$ cat config.mk
export PLATFORM = sky130hd
export DESIGN_NAME = pvic_top
export DESIGN_NICKNAME = d
export VERILOG_FILES = /design/src/rtl/pvic_pkg.sv /design/src/rtl/pvic_ext_trig.sv /design/src/rtl/pvic_mask_stack.sv /design/src/rtl/pvic_prio_sel.sv /design/src/rtl/pvic_top.sv
export SDC_FILE = /design/constraint.sdc
export NUM_CORES = 2
export LEC_CHECK = 0
export CORE_UTILIZATION = 40
export CTS_BUF_LIST = sky130_fd_sc_hd__clkbuf_2 sky130_fd_sc_hd__clkbuf_4 sky130_fd_sc_hd__clkbuf_8
export DETAILED_ROUTE_END_ITERATION = 7
export GPL_TIMING_DRIVEN = 0
export PLACE_DENSITY = 0.57
export SYNTH_ARGS = -nofsm -noshare
export SYNTH_HDL_FRONTEND = slang
export SYNTH_SLANG_ARGS = --single-unit
$ cat constraint.sdc
create_clock -name clk -period 6.7 [get_ports clk]
set_clock_uncertainty 0.05 [all_clocks]
set_input_delay 0.67 -clock clk [delete_from_list [all_inputs] [get_ports clk]]
set_output_delay 0.67 -clock clk [all_outputs]
set_load 0.01 [all_outputs]
$ cat src/rtl/pvic_pkg.sv
package pvic_pkg;

    typedef enum logic [1:0] {
        EXT_RISE = 2'b00,
        EXT_FALL = 2'b01,
        EXT_HIGH = 2'b10,
        EXT_LOW  = 2'b11
    } ext_mode_e;

    typedef enum logic {
        ST_OPEN   = 1'b0,
        ST_NESTED = 1'b1
    } mask_state_e;

    localparam int REG_AW = 8;

    localparam logic [REG_AW-1:0] OFS_VEC  = 8'h00;
    localparam logic [REG_AW-1:0] OFS_CFG  = 8'h20;
    localparam logic [REG_AW-1:0] OFS_ISR  = 8'h40;
    localparam logic [REG_AW-1:0] OFS_STAT = 8'h41;
    localparam logic [REG_AW-1:0] OFS_EXT  = 8'h48;

    localparam int CFG_FIQ_BIT    = 5;
    localparam int CFG_EN_BIT     = 6;
    localparam int STAT_VALID_BIT = 5;
    localparam int EXT_CLR_BIT    = 2;
    localparam int EXT_PEND_BIT   = 3;

endpackage

$ cat src/rtl/pvic_ext_trig.sv
module pvic_ext_trig
    import pvic_pkg::*;
(
    input  logic      clk,
    input  logic      rst_n,
    input  logic      pin_i,
    input  logic      ctl_wr_i,
    input  ext_mode_e mode_d_i,
    input  logic      clr_i,
    output logic      act_o,
    output logic      pend_o,
    output ext_mode_e mode_o
);

    ext_mode_e mode_q;
    logic      prev_q;
    logic      pend_q;
    logic      edge_hit;

    // Edge detection uses the mode in force before any write this cycle
    always_comb begin
        unique case (mode_q)
            EXT_RISE: edge_hit = pin_i & ~prev_q;
            EXT_FALL: edge_hit = ~pin_i & prev_q;
            default:  edge_hit = 1'b0;
        endcase
    end

    always_ff @(posedge clk or negedge rst_n) begin
        if (!rst_n) begin
            mode_q <= EXT_RISE;
            prev_q <= 1'b0;
            pend_q <= 1'b0;
        end else begin
            prev_q <= pin_i;
            if (ctl_wr_i) begin
                mode_q <= mode_d_i;
            end
            if (edge_hit) begin
                pend_q <= 1'b1;
            end else if (ctl_wr_i && clr_i) begin
                pend_q <= 1'b0;
            end
        end
    end

    always_comb begin
        unique case (mode_q)
            EXT_HIGH: act_o = pin_i;
            EXT_LOW:  act_o = ~pin_i;
            default:  act_o = pend_q;
        endcase
        pend_o = pend_q;
        mode_o = mode_q;
    end

endmodule

$ cat src/rtl/pvic_mask_stack.sv
module pvic_mask_stack
    import pvic_pkg::*;
#(
    parameter int NUM_LVL = 32
) (
    input  logic                       clk,
    input  logic                       rst_n,
    input  logic                       claim_i,
    input  logic [$clog2(NUM_LVL)-1:0] claim_lvl_i,
    input  logic                       release_i,
    output logic [$clog2(NUM_LVL):0]   thr_o,
    output logic                       busy_o
);

    localparam int LVL_W = $clog2(NUM_LVL);
    localparam int THR_W = LVL_W + 1;

    mask_state_e      state_q, state_d;
    logic [THR_W-1:0] thr_q;
    logic [THR_W-1:0] ptr_q;
    logic [THR_W-1:0] pop_idx;
    logic [THR_W-1:0] stk_q [NUM_LVL];
    logic             do_push;
    logic             do_pop;

    assign do_push = claim_i && (ptr_q < THR_W'(NUM_LVL));
    assign do_pop  = release_i && (state_q == ST_NESTED);
    assign pop_idx = ptr_q - THR_W'(1);

    // State register
    always_ff @(posedge clk or negedge rst_n) begin
        if (!rst_n) begin
            state_q <= ST_OPEN;
        end else begin
            state_q <= state_d;
        end
    end

    // Transitions: claim, nest-claim, inner-release, last-release
    always_comb begin
        state_d = state_q;
        unique case (state_q)
            ST_OPEN: begin
                if (do_push) begin
                    state_d = ST_NESTED;
                end
            end
            ST_NESTED: begin
                if (do_pop && (ptr_q == THR_W'(1))) begin
                    state_d = ST_OPEN;
                end
            end
            default: state_d = ST_OPEN;
        endcase
    end

    always_ff @(posedge clk or negedge rst_n) begin
        if (!rst_n) begin
            thr_q <= THR_W'(NUM_LVL);
            ptr_q <= '0;
        end else if (do_push) begin
            thr_q <= {1'b0, claim_lvl_i};
            ptr_q <= ptr_q + THR_W'(1);
        end else if (do_pop) begin
            thr_q <= stk_q[pop_idx[LVL_W-1:0]];
            ptr_q <= pop_idx;
        end
    end

    always_ff @(posedge clk) begin
        if (do_push) begin
            stk_q[ptr_q[LVL_W-1:0]] <= thr_q;
        end
    end

    // Outputs
    always_comb begin
        thr_o  = thr_q;
        busy_o = (state_q == ST_NESTED);
    end

endmodule

$ cat src/rtl/pvic_prio_sel.sv
module pvic_prio_sel #(
    parameter int NUM_SRC = 32,
    parameter int NUM_LVL = 32
) (
    input  logic [NUM_SRC-1:0]                      src_act_i,
    input  logic [NUM_LVL-1:0]                      lvl_en_i,
    input  logic [NUM_LVL-1:0]                      lvl_fiq_i,
    input  logic [NUM_LVL-1:0][$clog2(NUM_SRC)-1:0] lvl_src_i,
    input  logic [$clog2(NUM_LVL):0]                thr_i,
    output logic                                    win_valid_o,
    output logic [$clog2(NUM_LVL)-1:0]              win_lvl_o,
    output logic                                    win_fiq_o
);

    localparam int LVL_W = $clog2(NUM_LVL);
    localparam int THR_W = LVL_W + 1;

    logic [NUM_LVL-1:0] hit;

    for (genvar g = 0; g < NUM_LVL; g++) begin : g_lvl
        assign hit[g] = lvl_en_i[g] & src_act_i[lvl_src_i[g]] & (THR_W'(g) < thr_i);
    end

    always_comb begin
        win_valid_o = 1'b0;
        win_lvl_o   = '0;
        for (int l = NUM_LVL - 1; l >= 0; l--) begin
            if (hit[l]) begin
                win_valid_o = 1'b1;
                win_lvl_o   = LVL_W'(l);
            end
        end
        win_fiq_o = win_valid_o & lvl_fiq_i[win_lvl_o];
    end

endmodule

$ cat src/rtl/pvic_top.sv
module pvic_top
    import pvic_pkg::*;
#(
    parameter int NUM_SRC = 32,
    parameter int NUM_LVL = 32,
    parameter int NUM_EXT = 4,
    parameter int DATA_W  = 32
) (
    input  logic                    clk,
    input  logic                    rst_n,
    input  logic [NUM_SRC-NUM_EXT-1:0] src_i,
    input  logic [NUM_EXT-1:0]      ext_pin_i,
    input  logic                    reg_wr_i,
    input  logic                    reg_rd_i,
    input  logic [REG_AW-1:0]       reg_addr_i,
    input  logic [DATA_W-1:0]       reg_wdata_i,
    output logic [DATA_W-1:0]       reg_rdata_o,
    output logic                    irq_o,
    output logic                    fiq_o
);

    localparam int SRC_W = $clog2(NUM_SRC);
    localparam int LVL_W = $clog2(NUM_LVL);
    localparam int THR_W = LVL_W + 1;
    localparam int EXT_W = $clog2(NUM_EXT);

    logic [DATA_W-1:0]             vec_q [NUM_LVL];
    logic [NUM_LVL-1:0]            en_q;
    logic [NUM_LVL-1:0]            fiq_q;
    logic [NUM_LVL-1:0][SRC_W-1:0] sid_q;

    logic [REG_AW-1:0] vec_off, cfg_off, ext_off;
    logic              is_vec, is_cfg, is_ext, is_isr, is_stat;
    logic [LVL_W-1:0]  vidx, cidx;
    logic [EXT_W-1:0]  eidx;

    logic [NUM_EXT-1:0] ext_act, ext_pend;
    ext_mode_e          ext_mode [NUM_EXT];
    logic [NUM_SRC-1:0] src_act;

    logic              win_valid, win_fiq;
    logic [LVL_W-1:0]  win_lvl;
    logic [THR_W-1:0]  thr;
    logic              claim, release_w, busy;

    // Register decode
    assign vec_off = reg_addr_i - OFS_VEC;
    assign cfg_off = reg_addr_i - OFS_CFG;
    assign ext_off = reg_addr_i - OFS_EXT;
    assign is_vec  = vec_off < REG_AW'(NUM_LVL);
    assign is_cfg  = cfg_off < REG_AW'(NUM_LVL);
    assign is_ext  = ext_off < REG_AW'(NUM_EXT);
    assign is_isr  = reg_addr_i == OFS_ISR;
    assign is_stat = reg_addr_i == OFS_STAT;
    assign vidx    = vec_off[LVL_W-1:0];
    assign cidx    = cfg_off[LVL_W-1:0];
    assign eidx    = ext_off[EXT_W-1:0];

    always_ff @(posedge clk or negedge rst_n) begin
        if (!rst_n) begin
            for (int l = 0; l < NUM_LVL; l++) begin
                vec_q[l] <= '0;
            end
            en_q  <= '0;
            fiq_q <= '0;
            sid_q <= '0;
        end else if (reg_wr_i) begin
            if (is_vec) begin
                vec_q[vidx] <= reg_wdata_i;
            end
            if (is_cfg) begin
                sid_q[cidx] <= reg_wdata_i[SRC_W-1:0];
                fiq_q[cidx] <= reg_wdata_i[CFG_FIQ_BIT];
                en_q[cidx]  <= reg_wdata_i[CFG_EN_BIT];
            end
        end
    end

    // External trigger conditioners
    for (genvar k = 0; k < NUM_EXT; k++) begin : g_ext
        logic ctl_wr;
        assign ctl_wr = reg_wr_i && is_ext && (eidx == EXT_W'(k));
        pvic_ext_trig u_trig (
            .clk      (clk),
            .rst_n    (rst_n),
            .pin_i    (ext_pin_i[k]),
            .ctl_wr_i (ctl_wr),
            .mode_d_i (ext_mode_e'(reg_wdata_i[1:0])),
            .clr_i    (reg_wdata_i[EXT_CLR_BIT]),
            .act_o    (ext_act[k]),
            .pend_o   (ext_pend[k]),
            .mode_o   (ext_mode[k])
        );
    end

    assign src_act = {ext_act, src_i};

    pvic_prio_sel #(
        .NUM_SRC (NUM_SRC),
        .NUM_LVL (NUM_LVL)
    ) u_sel (
        .src_act_i   (src_act),
        .lvl_en_i    (en_q),
        .lvl_fiq_i   (fiq_q),
        .lvl_src_i   (sid_q),
        .thr_i       (thr),
        .win_valid_o (win_valid),
        .win_lvl_o   (win_lvl),
        .win_fiq_o   (win_fiq)
    );

    // A write wins over a simultaneous read on the claim path
    assign claim     = reg_rd_i && !reg_wr_i && is_isr && win_valid;
    assign release_w = reg_wr_i && is_isr;

    pvic_mask_stack #(
        .NUM_LVL (NUM_LVL)
    ) u_stack (
        .clk         (clk),
        .rst_n       (rst_n),
        .claim_i     (claim),
        .claim_lvl_i (win_lvl),
        .release_i   (release_w),
        .thr_o       (thr),
        .busy_o      (busy)
    );

    always_comb begin
        reg_rdata_o = '0;
        if (is_vec) begin
            reg_rdata_o = vec_q[vidx];
        end else if (is_cfg) begin
            reg_rdata_o[SRC_W-1:0]   = sid_q[cidx];
            reg_rdata_o[CFG_FIQ_BIT] = fiq_q[cidx];
            reg_rdata_o[CFG_EN_BIT]  = en_q[cidx];
        end else if (is_isr) begin
            reg_rdata_o = win_valid ? vec_q[win_lvl] : '0;
        end else if (is_stat) begin
            reg_rdata_o[LVL_W-1:0]      = win_lvl;
            reg_rdata_o[STAT_VALID_BIT] = win_valid;
        end else if (is_ext) begin
            reg_rdata_o[1:0]          = ext_mode[eidx];
            reg_rdata_o[EXT_PEND_BIT] = ext_pend[eidx];
        end
    end

    assign irq_o = win_valid & ~win_fiq;
    assign fiq_o = win_valid & win_fiq;

endmodule

==> flow_summary.yaml <==
timing:
  setup_ws_ns: -0.740
  timing.final.crit_share_pct: 111
  fmax_ghz: 0.134
  hold_viol: 0
  setup_violations: 44
  slew_headroom_pct: -13.9
  min_period_ns: 7.44
  worstMarginPinSlew_ns: 1.71
  finalMaxSlewViolations: 336
  rsz0062_at_grt: "true"
  fin_tns_setup_ns: -12.16
synthesis:
  ys.flop_type: "dfrtp_1"
  ys_ff_latch: 1469
  yosysWarnings: 0
  syn_area_um2: 86400
  syn_nets: 6721
  synth_edf_count: 192
  yosysSeqAreaShare_pct: 43.7
  syn_inst: 6632
  avgSynthCellArea_um2: 13.0
  async_flop_share_pct: 86.9
  yosysUniqueCellTypes: 97
floorplan:
  die_w_um: 467
  pin_count: 110
  initial_core_util_pct: 40.2
  std_cell_rows: 170
  die_y_um: 467
  die_area_um2: 218000
  fp.coreArea_um2: 215000
pwr:
  p_int_mw: 15.9
  switching_share_pct: 28.8
  combinationalPowerShare_pct: 13.7
  seqPwrFrac_pct: 43.8
  ir_drop_mv: 0.233
  clkPwrFrac_pct: 42.4
  cellPowerDensity_nw_per_um2: 212
  power_switching_mw: 6.43
  leakagePower_nw: 44.4
finish:
  multiInputGateArea_um2: 48000
  seqCellArea_um2: 37800
  area_growth_pct: 22.0
  final_nets: 7456
  fill_cells: 18800
  layout_common_cells: "mux2_2 (1282), dfrtp_1 (1252), mux4_2 (682), nand2_1 (431), clkbuf_8 (367)"
  drive_gt1_share_pct: 47.6
  mostFrequentLayoutCell: "mux2_2"
critical_path:
  cpMostUsedCell: "buf_4"
  required_ns: 5.98
  cp_max_fo: 10
  cp-startpoint: "g_ext[0].u_trig.mode_o[0]"
  start_kind: "flop"
  max_stage_delay_ns: 0.94
  crit_path_cell_trace: "xnor2_4 > buf_12 > a21oi_4 > buf_4 > a2111oi_1 > a211oi_1 > nor3_2 > buf_4 > nand3_1 > or2_2 > clkbuf_2 > o22ai_2 > o41ai_4 > buf_2"
  reg2reg_from: "u_stack.ptr_q[0]"
  worstPathArrival_ns: 6.72
  path_delay_family: "compound AO/OA/AOI/OAI gates"
  crit_path_end_kind: "output port"
  cp_slowest_cell: "o41ai_4"
  worst-path-buf-inv: 5
  critPathKind: "reg2out"
route:
  drt-total-wl_um: 472000
  vias_per_cell: 7.13
  drc_errors: 0
  wl_per_cell_um: 45.3
  via_count: 74400
  drt_iter0_drc: 10700
  antenna_left: 0
  dr.pass1.iters: 7
global_route:
  grt_pass1_wl_um: 625000
  grt-ovfl-total: 0
  grt_pass1_vias: 71100
  grt_start_max_net_pins: 170
  antenna_found_initial: 37
  grt_usage_pct: 42.7
clocking:
  root_buffer: "clkbuf_8"
  clkTransAtPathRegs_ns: 0.06
  cts.sinks: 1469
  clk_latency_ns: 1.12
  clock_path_buffers: 4
  cts_buffers: 291
  htree_num_levels: 5
  cts_tree: "yes"
placed_design:
  routabilityCongestion: 1.05
  portBuffers: 100
  dp.final_hpwl_um: 314000
  dp_worst_setup_slack_ns: -3.58
status:
  violations: "capacitance limit, slew limit, setup timing"
  status: "finished with violations"
hold_path:
  min_path_type: "in2async"
flow_run:
  drv_cap: 33
==> final timing paths <==
| kind | slack [ns] | cells past startpoint | to |
|---|---|---|---|
| max in group asynchronous | 3.90 | 5 | vec_q[21] |
| setup reg to reg | 0.74 | 13 | u_stack.thr_o[5] |
| min in group clk | 0.14 | 1 | g_ext[2].u_trig.prev_q |
| setup / recovery | -0.74 | 14 | reg_rdata_o[9] |
| hold / removal | 0.07 | 2 | sid_q[83] |
| hold reg to reg | 0.47 | 1 | u_stack.ptr_q[5] |
==> worst reg2reg max path: stages, from the launching register on <==
cell	delay [ns]
dfrtp_1	0.39
clkbuf_1	0.52
clkbuf_1	0.78
buf_1	0.61
inv_1	0.22
ha_1	0.33
clkbuf_1	0.32
clkbuf_1	0.62
clkbuf_1	0.60
mux4_2	0.41
a211oi_1	0.54
a21oi_1	0.17
a22oi_1	0.20
o22ai_1	0.11
==> through the flow <==
| stage | hold slack [ns] | util, % | std cells | power, mW | instance area [µm²] |
|---|---|---|---|---|---|
| 2_1_floorplan | 0.324 | - | 6632 | 11.4 | 86400 |
| 3_3_place_gp | 0.452 | 42.4 | 9570 | 12.6 | 90900 |
| 3_5_place_dp | 0.463 | 42.7 | 9599 | 12.6 | 91600 |
| 4_1_cts | 0.0812 | 48.0 | 10300 | 22.1 | 103000 |
| 5_1_grt | 0.115 | 49.1 | 10400 | 22.8 | 105000 |
| 6_report | 0.0739 | 49.1 | 10400 | 22.3 | 105000 |
==> synth_stat cells (15+ instances only) <==
cell type | number | area (µm²)
a2111oi_0 | 32 | 280
a211o_1 | 27 | 236
a211oi_1 | 106 | 796
a21o_1 | 17 | 128
a21oi_1 | 100 | 500
a221oi_1 | 28 | 245
a22oi_1 | 25 | 188
a31oi_1 | 49 | 307
a41o_1 | 16 | 160
and2_1 | 41 | 257
and3_1 | 54 | 338
buf_1 | 111 | 417
buf_2 | 74 | 370
buf_4 | 23 | 173
buf_6 | 19 | 214
clkbuf_1 | 496 | 1860
dfrtp_1 | 1276 | 31900
edfxtp_1 | 192 | 5770
inv_1 | 52 | 195
mux2_2 | 1292 | 14500
mux2i_1 | 329 | 3290
mux4_2 | 682 | 15400
nand2_1 | 441 | 1660
nand2b_1 | 18 | 113
nand3_1 | 59 | 295
nand3b_1 | 20 | 150
nand4_1 | 17 | 106
nor2_1 | 228 | 856
nor2b_1 | 38 | 238
nor3_1 | 173 | 866
nor3b_1 | 22 | 165
o2111ai_1 | 15 | 131
o211ai_1 | 34 | 255
o21ai_0 | 196 | 981
o21ai_1 | 18 | 90.1
o221ai_1 | 56 | 490
o22ai_1 | 29 | 181
o41ai_2 | 20 | 325
==> what timing repair did <==
action | CTS | global route
pin swaps | 117 | 119
resized for setup | 1083 | 409
hold endpoints to repair | 156 | 0
setup buffers | 202 | 123
gates cloned | 6 | 1
endpoints found under the setup margin | 239 | 34
hold buffers | 1 | 0
==> cells by family after synthesis <==
family | after synthesis | synth area share (%)
muxes | 2304 | 38.5
DFF | 1469 | 43.7
and+or+nand+nor | 1163 | 6.34
AOI/OAI and AO/OA | 891 | 7.41
buffers and inverters | 778 | 3.77
xor gates and xnor gates | 14 | 0.159
adders and majority gates | 13 | 0.188
==> layer usage <==
layer,wire length [µm],vias to the layer above,share of wire (%),GRT usage (%)
met5,219,-,0.046,0.0220
met4,47600,17,10,35.1
met3,62300,2120,13,17.4
met2,196000,6513,41,60.2
met1,166000,38600,35,51.0
li1,-,27100,-,-
==> power groups by stage <==
| stage | sequential, mW | clock, mW | combinational, mW |
|---|---|---|---|
| floorplan | 9.77 | 0 | 1.62 |
| global placement | 9.95 | 0 | 2.68 |
| detailed placement | 9.91 | 0 | 2.73 |
| CTS | 9.77 | 9.47 | 2.89 |
| global route | 9.83 | 9.88 | 3.12 |
| finish | 9.80 | 9.48 | 3.07 |
==> sequential cells by signal, summed over array words and instances (netlist names), 6 cells and up <==
name,flops
en_q,32
fiq_q,32
g_ext.u_trig.mode_o,8
sid_q,160
u_stack.ptr_q,6
u_stack.stk_q,192
u_stack.thr_o,6
vec_q,1024
==> layout make-up <==
cell class,count,share of cell area [%]
tap,2838,3.37
inverter,54,0.192
antenna,36,0.0855
timing repair buffer,459,4.55
multi-input combinational,4385,45.6
sequential,1469,35.8
buffer,707,4.97
clock inverter,60,0.393
clock buffer,422,5.03
(Power assumes the default switching activity.)
